--- src/rtl/rotmir_pkg.sv ---
package rotmir_pkg;

  // Transform code layout; the field order is the decode order of cfg_mode.
  typedef struct packed {
    logic       hmir;
    logic       vmir;
    logic [1:0] rot;
  } mode_t;

  typedef enum logic [1:0] {
    ROT_0   = 2'd0,
    ROT_90  = 2'd1,
    ROT_180 = 2'd2,
    ROT_270 = 2'd3
  } rot_e;

  localparam int NUM_STREAMS = 2;
  localparam int STRM_XF     = 0;
  localparam int STRM_ID     = 1;

endpackage

--- src/rtl/rotmir_cfg.sv ---
module rotmir_cfg
  import rotmir_pkg::*;
#(
  parameter int DW = 12,
  parameter int AW = 32
) (
  input  logic          clk,
  input  logic          rst_n,
  input  logic          load,
  input  logic [DW-1:0] cfg_width,
  input  logic [DW-1:0] cfg_height,
  input  logic [AW-1:0] cfg_base,
  input  logic [AW-1:0] cfg_ref_base,
  input  logic [AW-1:0] cfg_stride,
  input  logic [3:0]    cfg_mode,
  input  logic          cfg_dual,
  output logic [DW-1:0] width_q,
  output logic [DW-1:0] height_q,
  output logic [AW-1:0] base_q,
  output logic [AW-1:0] ref_base_q,
  output logic [AW-1:0] stride_q,
  output mode_t         mode_q,
  output logic          dual_q
);

  always_ff @(posedge clk or negedge rst_n) begin
    if (!rst_n) begin
      width_q    <= '0;
      height_q   <= '0;
      base_q     <= '0;
      ref_base_q <= '0;
      stride_q   <= '0;
      mode_q     <= '0;
      dual_q     <= 1'b0;
    end else if (load) begin
      width_q    <= cfg_width;
      height_q   <= cfg_height;
      base_q     <= cfg_base;
      ref_base_q <= cfg_ref_base;
      stride_q   <= cfg_stride;
      mode_q     <= mode_t'(cfg_mode);
      dual_q     <= cfg_dual;
    end
  end

endmodule

--- src/rtl/rotmir_scan.sv ---
module rotmir_scan #(
  parameter int DW = 12
) (
  input  logic          clk,
  input  logic          rst_n,
  input  logic          load,
  input  logic          empty,
  input  logic          advance,
  input  logic [DW-1:0] width_q,
  input  logic [DW-1:0] height_q,
  output logic [DW-1:0] x_q,
  output logic [DW-1:0] y_q,
  output logic          last,
  output logic          busy_q,
  output logic          done_q
);

  logic x_end;
  logic y_end;

  assign x_end = (x_q == width_q - DW'(1));
  assign y_end = (y_q == height_q - DW'(1));
  assign last  = x_end & y_end;

  always_ff @(posedge clk or negedge rst_n) begin
    if (!rst_n) begin
      x_q    <= '0;
      y_q    <= '0;
      busy_q <= 1'b0;
      done_q <= 1'b0;
    end else if (load) begin
      x_q    <= '0;
      y_q    <= '0;
      busy_q <= ~empty;
      done_q <= empty;
    end else if (advance) begin
      if (last) begin
        busy_q <= 1'b0;
        done_q <= 1'b1;
      end else if (x_end) begin
        x_q    <= '0;
        y_q    <= y_q + DW'(1);
        done_q <= 1'b0;
      end else begin
        x_q    <= x_q + DW'(1);
        done_q <= 1'b0;
      end
    end else begin
      done_q <= 1'b0;
    end
  end

endmodule

--- src/rtl/rotmir_hs.sv ---
module rotmir_hs
  import rotmir_pkg::*;
(
  input  logic                   clk,
  input  logic                   rst_n,
  input  logic                   busy,
  input  logic                   dual,
  input  logic [NUM_STREAMS-1:0] rdy,
  output logic [NUM_STREAMS-1:0] vld,
  output logic                   advance
);

  logic [NUM_STREAMS-1:0] en;
  logic [NUM_STREAMS-1:0] taken;
  logic [NUM_STREAMS-1:0] ok;

  assign en[STRM_XF] = 1'b1;
  assign en[STRM_ID] = dual;

  for (genvar s = 0; s < NUM_STREAMS; s++) begin : g_strm
    logic tk;
    logic fire;
    assign taken[s] = tk;
    assign vld[s]   = busy & en[s] & ~tk;
    assign fire     = vld[s] & rdy[s];
    assign ok[s]    = ~en[s] | tk | fire;
    always_ff @(posedge clk or negedge rst_n) begin
      if (!rst_n)                 tk <= 1'b0;
      else if (advance || !busy)  tk <= 1'b0;
      else if (fire)              tk <= 1'b1;
    end
  end

  assign advance = busy & (&ok);

endmodule

--- src/rtl/rotmir_xform.sv ---
module rotmir_xform
  import rotmir_pkg::*;
#(
  parameter int DW = 12,
  parameter int AW = 32
) (
  input  logic [DW-1:0] x,
  input  logic [DW-1:0] y,
  input  logic [DW-1:0] w,
  input  logic [DW-1:0] h,
  input  mode_t         mode,
  input  logic [AW-1:0] base,
  input  logic [AW-1:0] ref_base,
  input  logic [AW-1:0] stride,
  output logic [AW-1:0] xf_addr,
  output logic [AW-1:0] id_addr
);

  function automatic logic [DW-1:0] flip(input logic [DW-1:0] c,
                                         input logic [DW-1:0] n,
                                         input logic          en);
    return en ? (n - c - DW'(1)) : c;
  endfunction

  function automatic logic [AW-1:0] line_addr(input logic [AW-1:0] b,
                                              input logic [DW-1:0] row,
                                              input logic [DW-1:0] col,
                                              input logic [AW-1:0] st);
    return b + AW'(row) * st + AW'(col);
  endfunction

  logic [DW-1:0] mx, my;
  logic [DW-1:0] dx, dy;

  assign mx = flip(x, w, mode.hmir);
  assign my = flip(y, h, mode.vmir);

  always_comb begin
    unique case (rot_e'(mode.rot))
      ROT_90: begin
        dx = my;
        dy = w - mx - DW'(1);
      end
      ROT_180: begin
        dx = w - mx - DW'(1);
        dy = h - my - DW'(1);
      end
      ROT_270: begin
        dx = h - my - DW'(1);
        dy = mx;
      end
      default: begin
        dx = mx;
        dy = my;
      end
    endcase
  end

  assign xf_addr = line_addr(base, dy, dx, stride);
  assign id_addr = line_addr(ref_base, y, x, stride);

endmodule

--- src/rtl/rotmir_addr_gen.sv ---
module rotmir_addr_gen
  import rotmir_pkg::*;
#(
  parameter int DW = 12,
  parameter int AW = 32
) (
  input  logic          clk,
  input  logic          rst_n,
  input  logic          start,
  input  logic [DW-1:0] cfg_width,
  input  logic [DW-1:0] cfg_height,
  input  logic [AW-1:0] cfg_base,
  input  logic [AW-1:0] cfg_ref_base,
  input  logic [AW-1:0] cfg_stride,
  input  logic [3:0]    cfg_mode,
  input  logic          cfg_dual,
  output logic          busy,
  output logic          xf_valid,
  input  logic          xf_ready,
  output logic [AW-1:0] xf_addr,
  output logic          id_valid,
  input  logic          id_ready,
  output logic [AW-1:0] id_addr,
  output logic          done
);

  logic          start_take;
  logic          cfg_empty;
  logic          pix_advance;
  logic          pic_last;
  logic [DW-1:0] width_q, height_q;
  logic [AW-1:0] base_q, ref_base_q, stride_q;
  mode_t         mode_q;
  logic          dual_q;
  logic [DW-1:0] x_q, y_q;
  logic [NUM_STREAMS-1:0] rdy_vec, vld_vec;

  assign start_take = start & ~busy;
  assign cfg_empty  = (cfg_width == '0) | (cfg_height == '0);

  rotmir_cfg #(.DW(DW), .AW(AW)) u_cfg (
    .clk(clk), .rst_n(rst_n), .load(start_take),
    .cfg_width(cfg_width), .cfg_height(cfg_height),
    .cfg_base(cfg_base), .cfg_ref_base(cfg_ref_base),
    .cfg_stride(cfg_stride), .cfg_mode(cfg_mode), .cfg_dual(cfg_dual),
    .width_q(width_q), .height_q(height_q), .base_q(base_q),
    .ref_base_q(ref_base_q), .stride_q(stride_q),
    .mode_q(mode_q), .dual_q(dual_q)
  );

  rotmir_scan #(.DW(DW)) u_scan (
    .clk(clk), .rst_n(rst_n), .load(start_take), .empty(cfg_empty),
    .advance(pix_advance), .width_q(width_q), .height_q(height_q),
    .x_q(x_q), .y_q(y_q), .last(pic_last), .busy_q(busy), .done_q(done)
  );

  assign rdy_vec[STRM_XF] = xf_ready;
  assign rdy_vec[STRM_ID] = id_ready;

  rotmir_hs u_hs (
    .clk(clk), .rst_n(rst_n), .busy(busy), .dual(dual_q),
    .rdy(rdy_vec), .vld(vld_vec), .advance(pix_advance)
  );

  assign xf_valid = vld_vec[STRM_XF];
  assign id_valid = vld_vec[STRM_ID];

  rotmir_xform #(.DW(DW), .AW(AW)) u_xform (
    .x(x_q), .y(y_q), .w(width_q), .h(height_q), .mode(mode_q),
    .base(base_q), .ref_base(ref_base_q), .stride(stride_q),
    .xf_addr(xf_addr), .id_addr(id_addr)
  );

endmodule

--- config.mk ---
export PLATFORM = sky130hd
export DESIGN_NAME = rotmir_addr_gen
export DESIGN_NICKNAME = d
export VERILOG_FILES = /design/src/rtl/rotmir_pkg.sv /design/src/rtl/rotmir_cfg.sv /design/src/rtl/rotmir_scan.sv /design/src/rtl/rotmir_hs.sv /design/src/rtl/rotmir_xform.sv /design/src/rtl/rotmir_addr_gen.sv
export SDC_FILE = /design/constraint.sdc
export NUM_CORES = 2
export LEC_CHECK = 0
export BUFFER_PORTS_ARGS = -buffer_cell sky130_fd_sc_hd__buf_2
export CAP_MARGIN = 40
export CELL_PAD_IN_SITES_DETAIL_PLACEMENT = 0
export CELL_PAD_IN_SITES_GLOBAL_PLACEMENT = 1
export CORE_MARGIN = 1
export CORE_UTILIZATION = 35
export DETAILED_ROUTE_END_ITERATION = 8
export HOLD_SLACK_MARGIN = 0.15
export PLACE_DENSITY_LB_ADDON = 0.1
export SYNTH_ARGS = -nofsm -noshare
export SYNTH_HDL_FRONTEND = slang
export SYNTH_SLANG_ARGS = --single-unit
--- constraint.sdc ---
create_clock -name clk -period 12 [get_ports clk]
set_clock_uncertainty 0.15 [all_clocks]
set_input_delay 2.4 -clock clk [delete_from_list [all_inputs] [get_ports clk]]
set_output_delay 2.4 -clock clk [all_outputs]
set_load 0.02 [all_outputs]
---- Word-level counts from Yosys, hierarchy flattened ----
Cells that the tools add are included.
word-level totals
  input bits .............................. 130
  logic and storage cells ................. 91
  memory bits (read-only) ................. 0
  output and inout port bits .............. 68
  bits in latches ......................... 0
  memories kept ........................... 0
  bits in writable memories ............... 0
  register bits ........................... 153
operators by class
  shifts and indexed selects .............. 0
  reduce and logical (&&, ||, !) cells .... 13
  magnitude comparators ................... 0
  add/sub/neg operators ................... 16
  bitwise logic cells ..................... 17
  div/mod/pow operators ................... 0
  equality and inequality tests ........... 6
  multiplexer cells ....................... 22
  multipliers ............................. 2
operators by type and width
  operator                                            number
  two-way mux 12 bit                                  10
  one-hot mux 12 bit (3 select lines)                 2
  subtractor 12 x 1 -> 12 bit, second input constant  6
  adder 32 x 12 -> 32 bit                             2
  adder 32 bit                                        2
  multiplier 12 x 32 -> 32 bit                        2
  subtractor 12 bit                                   4
  adder 12 x 1 -> 12 bit, second input constant       2
  == test 12 bit                                      2
  logical NOT 12 bit                                  2
  two-way mux 1 bit                                   10
  nonzero test 2 bit                                  5
  AND 1 bit                                           8
  AND reduction 2 bit                                 3
  NOT 1 bit                                           5
  == test 2 bit, second input constant                2
  bitwise OR 1 bit                                    4
  AND reduction 3 bit                                 1
  == test 2 x 1 -> 1 bit, second input constant       1
  != test 2 bit, second input constant                1
  logical NOT 1 bit                                   1
  logical OR 1 bit                                    1

---- Longest topological paths before layout ----
  depth after elaboration ................. 9
  gate-level depth with buffers ........... 44
  gate-level depth less buffers ........... 42

---- Modules after synthesis ----
From an unflattened synthesis, not the netlist that was laid out.
second synthesis, totals
  cells, all modules ...................... 3305
  area, all modules ....................... 31083.6 um^2
modules (own cells, without submodules)
  module           seq. area each (um^2)  cells each  times used  area each (um^2)
  rotmir_xform     0.0                    2745        1           23722.8
  rotmir_cfg       3128.0                 264         1           4837.1
  rotmir_scan      650.6                  276         1           2349.8
  rotmir_hs        50.0                   10          1           116.4
  rotmir_addr_gen  0.0                    10          1           57.6

---- Least setup slack after synthesis ----
OpenSTA, ideal clock, no wires.
  path kind ............................... reg2out
  start point ............................. reg u_scan.x_q[0]
  end point ............................... out xf_addr[31]
  arrival ................................. 9579 ps
  slack ................................... -129 ps
  cell stages (with the launch flop) ...... 40
  buffers on the path ..................... 1
  required time ........................... 9450 ps
  cell sequence ........................... dfrtp_1 inv_1 ha_1 inv_1 fa_1 nor2b_1 o31a_1 mux2_2 a2111oi_1 ha_1 inv_1 o21ai_0 o31ai_1 o211a_1 nor2_1 a311o_1 xnor2_1 mux2i_1 (+4 left out) fa_1 fa_1 fa_1 inv_1 fa_1 ha_1 xor2_1 xnor2_1 xnor2_1 xnor2_1 xnor2_1 xnor2_1 xnor3_1 xnor3_1 xnor3_1 xnor2_1 xnor3_1 xnor2_1
between the ends
  longest elaborated chain between the ends .. 9
  elaborated cells between the ends (all ways) .. 10
  classes of those cells .................. add/sub: 6; mul: 1; mux: 3
RTL lines
  what                                 RTL line                                source
  from (decl)                          rotmir_scan.sv:11                       output logic [DW-1:0] x_q,
  from (signal assigned)               rotmir_scan.sv:45                       x_q <= x_q + DW'(1);
  subtractor 12 bit                    rotmir_xform.sv:22                      return en ? (n - c - DW'(1)) : c;
  subtractor 12 x 1 -> 12 bit          rotmir_xform.sv:22
  two-way mux 12 bit (*)               rotmir_xform.sv:22
  subtractor 12 bit                    rotmir_xform.sv:42, rotmir_xform.sv:45
  subtractor 12 x 1 -> 12 bit          rotmir_xform.sv:42, rotmir_xform.sv:45
  one-hot mux 12 bit (3 select lines)  rotmir_xform.sv:39                      unique case (rot_e'(mode.rot))
  multiplier 12 x 32 -> 32 bit         rotmir_xform.sv:29                      return b + AW'(row) * st + AW'(col);
  adder 32 bit                         rotmir_xform.sv:29
  adder 32 x 12 -> 32 bit (*)          rotmir_xform.sv:29
  to (decl)                            rotmir_addr_gen.sv:20                   output logic [AW-1:0] xf_addr,
Mark *: on every way between the ends. The rest lies on a longest branch, timed or not.

---- Final worst setup path ----
  start point ............................. reg u_scan.x_q[0]
  end point ............................... out xf_addr[30]
Same word-level chain as after synthesis.

==> impl_metrics.yaml <==
timing:
  relSlewSlack_pct: 44.3
  fmax_mhz: 81.8
  timing.final.ws_setup_ps: -228
  drv_slew: 0
  hold_violations: 0
  finalCritPeriodShare_pct: 102
  finalSetupViolations: 5
  tightest_slew_ps: 825
  rsz0062_at_grt: "yes"
  layout_min_cycle_time_ps: 12230
final_layout:
  postLayoutCoreUtil_pct: 41.6
  fin_nets: 4713
  antenna_cells: 0
  drive_above_1_share_pct: 16.5
  syn_to_final_growth_pct: 17.1
  final_cells: 4980
cts:
  cts_sinks: 153
  cts_tree: "yes"
  cts_hold_buf: 0
  clkTransAtPathRegs_ps: 70
  insertion_delay_ps: 510
  numCtsBuffers: 17
  cts-htree-levels: 4
  cts.path.max_buffers: 2
  cts_root_buf: "clkbuf_16"
outcome:
  violations: "setup timing"
  status: "finished with violations"
grt:
  antenna_found_initial: 1
  gr-total-overflow: 0
  grt_max_degree: 148
  grt_pass1_wl_mm: 155
  grtUsageTotal_pct: 22.7
  grt_pass1_vias: 27000
yosys:
  synth_area_leader_cell: "fa_1"
  synth_xor_area_share_pct: 4.76
  synth_warnings: 0
  synthSimpleGateAreaFrac_pct: 19.9
  avgSynthCellArea_sq_um: 8.63
  synthDistinctLibCells: 72
  synth_top_area_share_pct: 36.7
  synth_compound_area_share_pct: 6.90
  synth.most_common_cell: "nand2_1"
  synth_cells: 3526
  syn-num-nets: 4415
  synth-edff-count: 0
  ys.flop_type: "dfrtp_1"
  synth_area_sq_um: 30400
  async_flop_share_pct: 100
  synth_common_cells: "850 x nand2_1, 565 x inv_1, 558 x fa_1"
  synth_seq_area_share_pct: 12.6
  synth.ff_latch_count: 153
  synth_mux_area_share_pct: 1.66
  synth_top_family_by_area: "adder cells"
  synth_adder_area_share_pct: 45.0
  yosys-top-cells-area: "fa_1 37%, dfrtp_1 13%, nand2_1 10%"
worst_setup_path:
  reg2reg_depth: 15
  crit_path_end: "xf_addr[30]"
  crit_arrival_ps: 9680
  setup.worst_path.end_class: "output pin"
  reg2reg_from: "u_cfg.height_q[0]$_DFFE_PN0P_"
  reg2reg_to: "u_scan.x_q[5]$_DFFE_PN0P_"
  slowest_delay_ps: 510
  critPathRequiredTime_ps: 9450
  crit_type: "reg2out"
  startpoint: "u_scan.x_q[0]$_DFFE_PN0P_"
  critPathMostFrequentCell: "fa_1"
  crit_slowest_cell: "fa_1"
  ff2ff_setup_slack_ps: 7410
  startpoint_type: "flop"
  path_max_fanout: 6
routing:
  antenna_left: 0
  first_iter_violations: 1219
  drc: 0
  routedWlPerCell_um: 19.4
  routed_wl_mm: 96.6
  vias: 24600
  via_per_inst: 4.94
  dr.pass1.iters: 6
place:
  numPortBuffers: 197
  dp.cells: 4928
  hpwl_mm: 76.0
  gp_congestion: 0.887
die:
  die_x_um: 297
  io_pins: 198
  rows: 107
  initial_core_util_pct: 35.5
  fp.dieH_um: 297
  core_sq_um: 85700
  fp.dieArea_sq_um: 88200
hold_path:
  hp-class: "reg2reg"
job:
  cap_violations: 0
[worst min-delay path by stage]
stage                               startpoint                         endpoint  depth (start not counted)
3_5_place_dp    u_cfg.stride_q[11]$_DFFE_PN0P_   u_cfg.stride_q[11]$_DFFE_PN0P_                          2
2_1_floorplan      u_cfg.base_q[0]$_DFFE_PN0P_      u_cfg.base_q[0]$_DFFE_PN0P_                          2
5_1_grt            u_cfg.base_q[1]$_DFFE_PN0P_      u_cfg.base_q[1]$_DFFE_PN0P_                          2
6_report        u_cfg.stride_q[11]$_DFFE_PN0P_   u_cfg.stride_q[11]$_DFFE_PN0P_                          2
4_1_cts         u_cfg.stride_q[11]$_DFFE_PN0P_   u_cfg.stride_q[11]$_DFFE_PN0P_                          2
3_3_place_gp   u_cfg.ref_base_q[1]$_DFFE_PN0P_  u_cfg.ref_base_q[1]$_DFFE_PN0P_                          2
[state kept, by name, summed over array words and instances, names as in the netlist]
name              cells
u_scan.x_q           12
u_scan.busy_q         1
u_cfg.width_q        12
u_cfg.dual_q          1
u_scan.done_q         1
u_scan.y_q           12
u_cfg.base_q         32
u_cfg.stride_q       32
u_cfg.height_q       12
u_hs.g_strm.tk        2
u_cfg.mode_q          4
u_cfg.ref_base_q     32
[through the flow]
step	hold slack, ps	setup TNS, ps	setup WS (ps)	instance area [sq um]
floorplan	302	0	34.4	30500
global placement	320	-785	-337	34000
finish	347	-635	-228	35600
detailed placement	324	-1280	-364	34100
global route	380	-4490	-682	35600
CTS	342	-1770	-435	35300
[repair_timing]
action | in CTS | in global routing
endpoints found under the hold margin | 0 | 0
setup endpoints to repair | 18 | 18
resized for setup | 93 | 77
pin swaps | 26 | 38
buffers inserted | 17 | 8
[worst max-delay path, delay by kind of cell, from the launching register on]
kind | cells | cell delay, ps
adders and majority gates | 10 | 3650
AOI/OAI and AO/OA | 13 | 2670
and+or+nand+nor | 7 | 1120
buffers and inverters | 10 | 930
DFF | 1 | 370
muxes | 2 | 250
xor gates and xnor gates | 1 | 150
[cells by family after synthesis]
logic type / after synthesis
AOI/OAI and AO/OA: 328
xor gates and xnor gates: 159
adders and majority gates: 759
buffers and inverters: 744
DFF: 153
muxes: 41
and+or+nand+nor: 1342
[cell usage in the layout (no fill, tap or decap), types with 32 or more instances in the layout]
cell,netlist,layout
nand2_1,850,849
inv_1,565,557
fa_1,558,552
buf_4,0,253
ha_1,201,182
buf_2,4,181
and2_1,155,155
dfrtp_1,153,153
xnor2_1,118,114
nor2_1,72,72
a21oi_1,90,72
o21ai_0,74,63
nor2b_1,69,52
nor3_1,44,42
xor2_1,37,36
nand3_1,34,32
[layer usage]
layer | GRT usage (%) | share of wire, %
met1 | 31.2 | 47
met2 | 37.7 | 47
met3 | 2.93 | 4.0
met4 | 5.98 | 2.3
met5 | 0 | 0
[area by class of cell]
class | count | area (sq um)
clock buffer | 21 | 460
clock inverter | 10 | 116
fill | 8767 | 50000
inverter | 566 | 2120
multi-input combinational | 2629 | 24500
sequential | 153 | 3830
tap | 1144 | 1430
timing repair buffer | 457 | 3160
Power is not shown: default switching activity piles up to over one toggle a cycle in this logic, so the estimate is an artifact.
